File: config.mk
export PLATFORM = sky130hd
export DESIGN_NAME = agen_hybrid
export DESIGN_NICKNAME = d
export VERILOG_FILES = /design/src/rtl/agen_pkg.sv /design/src/rtl/agen_hash.sv /design/src/rtl/agen_prim.sv /design/src/rtl/agen_ovf.sv /design/src/rtl/agen_hybrid.sv
export SDC_FILE = /design/constraint.sdc
export NUM_CORES = 1
export LEC_CHECK = 0
export BUFFER_PORTS_ARGS = -buffer_cell sky130_fd_sc_hd__buf_2
export CAP_MARGIN = 20
export CORE_MARGIN = 2
export CORE_UTILIZATION = 29
export DETAILED_ROUTE_END_ITERATION = 10
export PLACE_DENSITY_LB_ADDON = 0.12
export SLEW_MARGIN = 25
export SYNTH_ARGS = -nofsm -noshare
export SYNTH_HDL_FRONTEND = slang
export SYNTH_HIERARCHICAL = 1
export SYNTH_SLANG_ARGS = --single-unit
File: constraint.sdc
create_clock -name clk -period 0.8 [get_ports clk]
set_input_delay 0.12 -clock clk [delete_from_list [all_inputs] [get_ports clk]]
set_output_delay 0.12 -clock clk [all_outputs]
set_load 0.01 [all_outputs]
File: src/rtl/agen_pkg.sv
package agen_pkg;
  typedef enum logic [1:0] {
    WSEL_HASH = 2'd0,
    WSEL_TAG  = 2'd1,
    WSEL_OVF  = 2'd2,
    WSEL_NONE = 2'd3
  } wsel_e;
endpackage

File: src/rtl/agen_hash.sv
module agen_hash #(
  parameter int N_BITS = 6,
  parameter int P_BITS = 3,
  parameter int PAIR_MAP [P_BITS] = '{2, 1, 0}
) (
  input  logic [N_BITS-1:0] key_i,
  output logic [P_BITS-1:0] hash_o
);
  // each bound bit folded with its paired free bit
  for (genvar gi = 0; gi < P_BITS; gi++) begin : g_fold
    assign hash_o[gi] = key_i[gi] ^ key_i[P_BITS + PAIR_MAP[gi]];
  end
endmodule

File: src/rtl/agen_prim.sv
module agen_prim #(
  parameter int P_BITS = 3,
  parameter int Q_BITS = 3,
  parameter int R_BITS = 3
) (
  input  logic              clk,
  input  logic              hash_we_i,
  input  logic [P_BITS-1:0] hash_waddr_i,
  input  logic [Q_BITS-1:0] hash_wdata_i,
  input  logic              tag_we_i,
  input  logic [Q_BITS-1:0] tag_waddr_i,
  input  logic [R_BITS-1:0] tag_wdata_i,
  input  logic [P_BITS-1:0] hash_i,
  input  logic [R_BITS-1:0] free_i,
  output logic [Q_BITS-1:0] idx_o
);
  localparam int HDEPTH = 1 << P_BITS;
  localparam int TDEPTH = 1 << Q_BITS;

  logic [Q_BITS-1:0] hash_mem [HDEPTH];
  logic [R_BITS-1:0] tag_mem  [TDEPTH];
  logic [Q_BITS-1:0] cand;
  logic [R_BITS-1:0] tag_rd;
  logic              tag_eq;

  always_ff @(posedge clk) begin
    if (hash_we_i) hash_mem[hash_waddr_i] <= hash_wdata_i;
  end

  always_ff @(posedge clk) begin
    if (tag_we_i) tag_mem[tag_waddr_i] <= tag_wdata_i;
  end

  always_comb begin
    cand   = hash_mem[hash_i];
    tag_rd = tag_mem[cand];
    tag_eq = (tag_rd == free_i);
    // pass candidate only on nonzero entry and matching tag
    idx_o  = (tag_eq && (cand != '0)) ? cand : '0;
  end
endmodule

File: src/rtl/agen_ovf.sv
module agen_ovf #(
  parameter int N_BITS = 6,
  parameter int Q_BITS = 3,
  parameter int SLOTS  = 4,
  parameter int SA_W   = (SLOTS > 1) ? $clog2(SLOTS) : 1
) (
  input  logic              clk,
  input  logic              rst_n,
  input  logic              we_i,
  input  logic [SA_W-1:0]   waddr_i,
  input  logic [N_BITS-1:0] wkey_i,
  input  logic [Q_BITS-1:0] widx_i,
  input  logic              look_i,
  input  logic [N_BITS-1:0] key_i,
  output logic [Q_BITS-1:0] idx_o
);
  logic [N_BITS-1:0] slot_key [SLOTS];
  logic [Q_BITS-1:0] slot_idx [SLOTS];
  logic [SLOTS-1:0]  hit;
  logic [Q_BITS-1:0] part [SLOTS+1];

  for (genvar gs = 0; gs < SLOTS; gs++) begin : g_slot
    logic wsel;
    assign wsel = we_i && (waddr_i == SA_W'(gs));

    always_ff @(posedge clk or negedge rst_n) begin
      if (!rst_n) begin
        slot_idx[gs] <= '0;
      end else if (wsel) begin
        slot_idx[gs] <= widx_i;
      end
    end

    always_ff @(posedge clk) begin
      if (wsel) slot_key[gs] <= wkey_i;
    end

    // empty slot (address 0) never matches
    assign hit[gs]    = (slot_idx[gs] != '0) && (slot_key[gs] == key_i);
    assign part[gs+1] = part[gs] | (hit[gs] ? slot_idx[gs] : '0);
  end

  assign part[0] = '0;
  assign idx_o   = part[SLOTS];


  ovf_single_hit_chk: assert property (@(posedge clk) disable iff (!rst_n)
    look_i |-> $onehot0(hit));
endmodule

File: src/rtl/agen_hybrid.sv
module agen_hybrid #(
  parameter int N_BITS = 6,
  parameter int P_BITS = 3,
  parameter int Q_BITS = 3,
  parameter int SLOTS  = 4,
  parameter int PAIR_MAP [P_BITS] = '{2, 1, 0},
  parameter int R_BITS = N_BITS - P_BITS,
  parameter int SA_W   = (SLOTS > 1) ? $clog2(SLOTS) : 1,
  parameter int WA_W   = (P_BITS > Q_BITS) ? ((P_BITS > SA_W) ? P_BITS : SA_W)
                                           : ((Q_BITS > SA_W) ? Q_BITS : SA_W),
  parameter int WD_W   = N_BITS + Q_BITS
) (
  input  logic              clk,
  input  logic              rst_n,
  input  logic              wr_en_i,
  input  logic [1:0]        wr_sel_i,
  input  logic [WA_W-1:0]   wr_addr_i,
  input  logic [WD_W-1:0]   wr_data_i,
  input  logic              key_vld_i,
  input  logic [N_BITS-1:0] key_i,
  output logic              addr_vld_o,
  output logic [Q_BITS-1:0] addr_o
);
  import agen_pkg::*;

  logic [1:0]        rst_sync;
  logic              rst_ni;
  wsel_e             wsel;
  logic              hash_we, tag_we, ovf_we;
  logic [P_BITS-1:0] hash_val;
  logic [Q_BITS-1:0] prim_idx, ovf_idx;
  logic              vld_d, vld_q;
  logic [Q_BITS-1:0] addr_d, addr_q;

  always_ff @(posedge clk or negedge rst_n) begin
    if (!rst_n) rst_sync <= 2'b00;
    else        rst_sync <= {rst_sync[0], 1'b1};
  end
  assign rst_ni = rst_sync[1];

  // decode of the shared write port
  always_comb begin
    wsel    = wsel_e'(wr_sel_i);
    hash_we = wr_en_i && (wsel == WSEL_HASH);
    tag_we  = wr_en_i && (wsel == WSEL_TAG);
    ovf_we  = wr_en_i && (wsel == WSEL_OVF);
  end

  agen_hash #(
    .N_BITS(N_BITS), .P_BITS(P_BITS), .PAIR_MAP(PAIR_MAP)
  ) u_hash (
    .key_i (key_i),
    .hash_o(hash_val)
  );

  agen_prim #(
    .P_BITS(P_BITS), .Q_BITS(Q_BITS), .R_BITS(R_BITS)
  ) u_prim (
    .clk         (clk),
    .hash_we_i   (hash_we),
    .hash_waddr_i(wr_addr_i[P_BITS-1:0]),
    .hash_wdata_i(wr_data_i[Q_BITS-1:0]),
    .tag_we_i    (tag_we),
    .tag_waddr_i (wr_addr_i[Q_BITS-1:0]),
    .tag_wdata_i (wr_data_i[R_BITS-1:0]),
    .hash_i      (hash_val),
    .free_i      (key_i[N_BITS-1:P_BITS]),
    .idx_o       (prim_idx)
  );

  agen_ovf #(
    .N_BITS(N_BITS), .Q_BITS(Q_BITS), .SLOTS(SLOTS), .SA_W(SA_W)
  ) u_ovf (
    .clk    (clk),
    .rst_n  (rst_ni),
    .we_i   (ovf_we),
    .waddr_i(wr_addr_i[SA_W-1:0]),
    .wkey_i (wr_data_i[N_BITS-1:0]),
    .widx_i (wr_data_i[N_BITS+Q_BITS-1:N_BITS]),
    .look_i (key_vld_i),
    .key_i  (key_i),
    .idx_o  (ovf_idx)
  );

  // merge and next state
  always_comb begin
    vld_d  = key_vld_i;
    addr_d = key_vld_i ? (prim_idx | ovf_idx) : addr_q;
  end

  // reset state
  always_ff @(posedge clk or negedge rst_ni) begin
    if (!rst_ni) begin
      vld_q  <= 1'b0;
      addr_q <= '0;
    end else begin
      vld_q  <= vld_d;
      addr_q <= addr_d;
    end
  end

  assign addr_vld_o = vld_q;
  assign addr_o     = addr_q;


  paths_exclusive_chk: assert property (@(posedge clk) disable iff (!rst_ni)
    (key_vld_i && (prim_idx != '0)) |-> (ovf_idx == '0));


  valid_latency_chk: assert property (@(posedge clk) disable iff (!rst_ni)
    $past(key_vld_i) |-> addr_vld_o);


  valid_drop_chk: assert property (@(posedge clk) disable iff (!rst_ni)
    !$past(key_vld_i) |-> !addr_vld_o);


  addr_hold_chk: assert property (@(posedge clk) disable iff (!rst_ni)
    !addr_vld_o |-> $stable(addr_o));
endmodule

* Word level (Yosys, flattened, before mapping) *
Memory sizes are Yosys's and may differ from the RTL's.
Cells that the tools add are included.

operators by class
  bitwise operators = 7
  equal/unequal tests = 10
  reduce and logical (&&, ||, !) cells = 22
  muxes and demuxes = 26

operators by type and width
  kind                                                                   count
  6-bit equality test                                                    4
  6-bit two-way mux                                                      3
  6-bit OR reduction                                                     3
  1-bit two-way mux                                                      15
  3-bit two-way mux                                                      5
  3-bit nonzero test                                                     5
  1-bit logical AND                                                      12
  3-bit OR                                                               4
  2-bit equality test, second input constant                             3
  2-bit two-way mux                                                      3
  2-bit by 1-bit equality test with 1-bit output, second input constant  2
  2-bit zero test                                                        2
  3-bit equality test                                                    1
  1-bit XOR                                                              3

word-level totals
  memory bits (writable) = 72
  memories kept = 3
  logic and storage cells = 75
  register bits = 18
  output and inout port bits = 4
  input bits = 24

memory list
  name             words  bits a word  rd ports  clocked after Yosys merged registers in  wr ports  RTL line         text
  u_ovf.slot_key   4      6            4         0                                        1         agen_ovf.sv:17   logic [N_BITS-1:0] slot_key [SLOTS];
  u_prim.hash_mem  8      3            1         0                                        1         agen_prim.sv:20  logic [Q_BITS-1:0] hash_mem [HDEPTH];
  u_prim.tag_mem   8      3            1         0                                        1         agen_prim.sv:21  logic [R_BITS-1:0] tag_mem [TDEPTH];

* Longest topological paths before layout *
  word-level depth = 9
  gate-level depth with buffers = 12
  depth with buffers taken out = 10

* Cells and area by module *
Netlist, hierarchy kept.

by module, submodules not included
  module       sequential area each (um^2)  cells an instance  area an instance (um^2)  times used
  agen_prim    1441.4                       125                2073.2                   1
  agen_ovf     1021.0                       103                1537.7                   1
  agen_hybrid  150.1                        19                 216.5                    1
  agen_hash    0.0                          3                  26.3                     1

* Least setup slack after synthesis *
OpenSTA, ideal clock, no wires.

  path kind = input port to flip-flop
  start = in key_i[5]
  end = reg addr_q[1] (netlist: addr_o[1])
  setup slack = -1578 ps
  path buffers = 2
  cell stages on the path = 12
  setup time = 121 ps
  data arrival time = 2257 ps
  path through = xor2_1 > buf_6 > mux4_2 > mux2i_4 > buf_12 > mux2i_1 > a22oi_1 > and3_1 > o22ai_1 > nor3_1 > nor2_1 > a21oi_1

between the ends
  longest elaborated chain between the ends = 7

RTL lines
  item                                RTL line           text
  from (decl)                         agen_hybrid.sv:20  input logic [N_BITS-1:0] key_i,
  1-bit XOR                           agen_hash.sv:11    assign hash_o[gi] = key_i[gi] ^ key_i[P_BITS + PAIR_MAP[gi]];
  memory read 8 x 3 bit (2 in a row)  n/a
  3-bit equality test                 agen_prim.sv:37    tag_eq = (tag_rd == free_i);
  1-bit logical AND                   agen_prim.sv:39    idx_o = (tag_eq && (cand != '0)) ? cand : '0;
  3-bit two-way mux (*)               agen_prim.sv:39
  net prim_idx[1]                     agen_hybrid.sv:31  logic [Q_BITS-1:0] prim_idx, ovf_idx;
  3-bit OR (*)                        agen_hybrid.sv:88  addr_d = key_vld_i ? (prim_idx | ovf_idx) : addr_q;
  to (signal assigned)                agen_hybrid.sv:98  addr_q <= addr_d;
  to (decl)                           agen_hybrid.sv:33  logic [Q_BITS-1:0] addr_d, addr_q;

Mark *: on every way through the listed nets, which the timed path passes. The rest lies on a longest branch.
A chain may end at the register's enable or synchronous reset.

* Final worst setup path *
  start = mem u_prim.hash_mem[5][0]
  end = reg addr_q[0] (netlist: addr_o[0])

between the ends
  longest elaborated chain between the ends = 6

RTL lines
  item                       RTL line
  from (decl)                agen_prim.sv:20
  memory read 8 x 3 bit (*)  n/a
  memory read 8 x 3 bit      n/a
  3-bit equality test        agen_prim.sv:37
  1-bit logical AND          agen_prim.sv:39
  3-bit two-way mux (*)      agen_prim.sv:39
  net prim_idx[0]            agen_hybrid.sv:31
  3-bit OR (*)               agen_hybrid.sv:88

Marked as above.

==> impl_summary.txt <==
----------------------------------------------------
[Status]
  Outcome ... finished, violations left
  Violated checks ... setup timing

[Finish]
  Proportion of layout cells with a drive suffix above 1 ... 0.4373
  Final net count ... 362
  Number of filler instances in the final layout ... 1222
  Final core utilization ... 0.4162
  Area Growth Syn to Fin ... 41.33%
  N_diodes ... 0
  Cell Count, Final, Fillers Out ... 519

[Synthesis]
  Yosys top cell area share ... 0.5610
  Count of cell types in the netlist ... 34
  Async set or reset register ratio after synthesis ... 0.2000
  Cell type with the largest total area after synthesis ... edfxtp_1
  Portion of the post-synthesis area used by sequential elements ... 0.6779
  Net Count, Synth ... 274
  Most numerous cell in the Yosys netlist ... edfxtp_1
  Syn Area/Cell ... 15.41 um^2
  Post-Synthesis Cells ... 250
  Yosys warning count ... 6
  Ranking of synthesized cells by area ... edfxtp_1 56%, dfrtp_1 12%, xor2_1 6.1%, mux2i_1 3.6%, mux2_2 3.5%
  Most used DFF post-synth ... edfxtp_1
  Syn Std Cell Area ... 3854 um^2
  Top cell types by occurrence after synthesis ... 72 x edfxtp_1, 27 x xor2_1, 23 x nor2_1
  Number of flip-flops and latches in the synthesized netlist ... 90
  Number of synthesized flops with an enable pin ... 72

[Timing]
  Time the final worst path needs with I/O delays and setup ... 2.376 ns
  Part of the cycle the worst path needs ... 2.970
  Max Transition Viols Final ... 0
  Final worst setup slack ... -1.576 ns
  Skew final ... 0.009368 ns
  Number of hold-slack violations in the final timing report ... 0
  Worst-case hold slack ... 0.01704 ns
  Sum of negative setup slack ... -8.606 ns
  Final setup fails ... 40
  Setup repair after global routing missed its margin ... yes
  Maximum clock frequency ... 420.8 MHz

[Setup path]
  Critical path endpoint ... addr_o[0]$_DFFE_PN0P_
  Required time reported for the critical path endpoint ... 1.03 ns
  Reg2Reg Setup Slack ... -1.58 ns
  Type of destination of the critical path ... flip-flop
  Critical R2R Capture ... addr_o[0]$_DFFE_PN0P_
  Launch point of the worst reg-to-reg path ... u_prim/hash_mem[5][0]$_DFFE_PP_
  Critical setup path kind ... reg2reg
  Worst setup path startpoint ... u_prim/hash_mem[5][0]$_DFFE_PP_
  Setup crit start kind ... flip-flop
  Largest fanout on the critical path ... 13
  Data arrival time of the critical path ... 2.60 ns
  Cells on worst reg2reg path ... 10

[Route]
  Total via count in the routed design ... 2364
  Top layer reached by signal wires ... met4
  Routed wire length ... 8811 um
  Vias per cell ... 4.555
  Routed wire per std cell ... 16.98 um
  Remaining number of nets flagged by the antenna check after routing ... 0
  Initial DRC Count ... 103
  Met2 Routed Length ... 4136 um
  Met3 routed WL ... 235 um
  Detailed-route wire length on metal 1 ... 4305 um
  Number of search-and-repair iterations in the first detailed-routing pass ... 4
  Post-route DRC violation count ... 0

[Clock network]
  Clock-pin slew reported for the worst setup and hold paths after clock tree synthesis ... 0.07 ns
  Number of buffers created by CTS ... 9
  Max Buffers Root-to-Sink ... 2
  H-tree Lvls ... 3
  Clk_lat worst skew ... 0.34 ns
  Root buffer cell ... clkbuf_16
  Number of sinks handled by clock tree synthesis ... 90
  Clock tree from TritonCTS ... yes

[Power and ir drop]
  Net load switching power ... 2.750 mW
  Sequential group share of total power ... 0.438
  Max VDD drop ... 912.4 uV
  Total internal power ... 9.618 mW
  Power density cells ... 2271 nW/um^2
  Switching share of power ... 0.2223
  Combinational cell fraction of total power ... 0.140
  Clock power share ... 0.422
  Standby leakage power ... 2.060 nW

[Placement]
  Buffers on Ports ... 27
  Count of placed standard cells including taps ... 489
  Gp weighted congestion ... 0.7494
  Estimated wirelength of the detail-placed design ... 6243 um
  Worst Setup Slack post-DPL ... -1.853 ns

[Run]
  Max-cap violations ... 0

[Hold path]
  Type of the tightest min-delay check ... in2reg

[Global routing]
  Number of global-route vias before repair ... 2485
  Wire length of the first global-routing pass ... 14130 um
  Overflow after GRT ... 0
  Global routing usage summed across all routing layers ... 0.1338
  Number of antenna violations at the first check in global routing ... 0
  Largest net degree at the start of global routing ... 21

[Floorplanning]
  I/O pins ... 28
  Die height ... 119.3 um
  Die outline area ... 14230 um^2
  Initial standard-cell utilization of the core ... 0.2945
  Area of the core ... 13090 um^2
  Number of cell rows ... 42
  Horizontal extent of the die ... 119.3 um

----------------------------------------------------
==> layout by cell type (no fill, tap or decap), types with 10 or more instances in the layout <==
master / n
buf_2: 23
mux2_4: 10
nor2_1: 11
buf_4: 31
dfrtp_1: 18
mux2i_1: 12
nand3_1: 10
edfxtp_1: 72
buf_6: 11
nor2_4: 12
xor2_1: 25
==> flip-flops by register name (all words and copies together) (netlist names) <==
register	count
u_ovf/slot_key	24
addr_o	3
u_prim/hash_mem	24
u_ovf/slot_idx	12
addr_vld_o	1
u_prim/tag_mem	24
rst_sync	2
==> power by group through the flow <==
stage                     clock network [mW]  logic, mW  registers [mW]
after floorplan                            0      0.821            5.48
after global placement                     0       1.49            5.51
after detailed placement                   0       1.50            5.50
after CTS                               5.35       1.62            5.41
after global routing                    5.55       1.88            5.44
final                                   5.22       1.73            5.42
==> stage by stage <==
step                      area [um^2]  power [mW]
after global placement           4747       6.996
final                            5446       12.37
after detailed placement         4747       7.005
after global routing             5446       12.87
after CTS                        5275       12.38
after floorplan                  4034       6.300
==> per-layer routing <==
| layer | vias up | track usage |
|---|---|---|
| met5 | - | 0 |
| met2 | 34 | 0.2076 |
| met3 | 11 | 0.02347 |
| li1 | 1127 | - |
| met1 | 1192 | 0.1881 |
| met4 | 0 | 0.04911 |
==> cells by family (layout without fill, tap and decap cells) <==
logic type / count (synthesis) / in the layout / synth area share
AOI/OAI and AO/OA: 16 / 16 / 0.02792
xor gates and xnor gates: 28 / 28 / 0.06364
buffers and inverters: 6 / 99 / 0.01201
DFF: 90 / 90 / 0.6779
muxes: 33 / 33 / 0.1143
other: 1 / 1 / 0.0009731
and+or+nand+nor: 76 / 76 / 0.1032
==> repair_timing <==
item,in CTS,in global routing
hold buffers,2,1
pin swaps,4,6
buffers inserted,5,7
setup endpoints to repair,61,73
resized for setup,20,31
endpoints found under the hold margin,3,1
==> worst min-delay path by stage <==
stage,start,end,slack (ns),cells after the start
3_5_place_dp,rst_n,rst_sync[0]$_DFF_PN0_,-0.09,1
6_report,wr_data_i[4],u_ovf/slot_key[2][4]$_DFFE_PP_,0.02,1
4_1_cts,wr_data_i[5],u_ovf/slot_key[0][5]$_DFFE_PP_,0.003,1
3_3_place_gp,rst_n,rst_sync[1]$_DFF_PN0_,-0.1,1
5_1_grt,wr_data_i[4],u_ovf/slot_key[3][4]$_DFFE_PP_,0.02,1
2_1_floorplan,rst_n,rst_sync[0]$_DFF_PN0_,-0.18,0
==> worst max-delay path: stages, from the launching register on <==
cell and delay (ns):
edfxtp_1 0.37, mux4_2 0.50, mux2i_4 0.19, buf_12 0.18, mux2i_2 0.22, a22oi_1 0.12, and3_1 0.23, o22ai_2 0.21
nor3_1 0.08, nor2_1 0.09, a21oi_1 0.07
==> final cells by class <==
| class | count | area [um^2] | share of cell area |
|---|---|---|---|
| inverter | 3 | 28.78 | 0.005284 |
| clock buffer | 9 | 225.2 | 0.04135 |
| timing repair buffer | 80 | 719.4 | 0.1321 |
| clock inverter | 7 | 148.9 | 0.02734 |
| multi-input combinational | 154 | 1491 | 0.2738 |
| sequential | 90 | 2613 | 0.4797 |
| tap | 176 | 220.2 | 0.04043 |
Power figures use the tool's default switching activity.
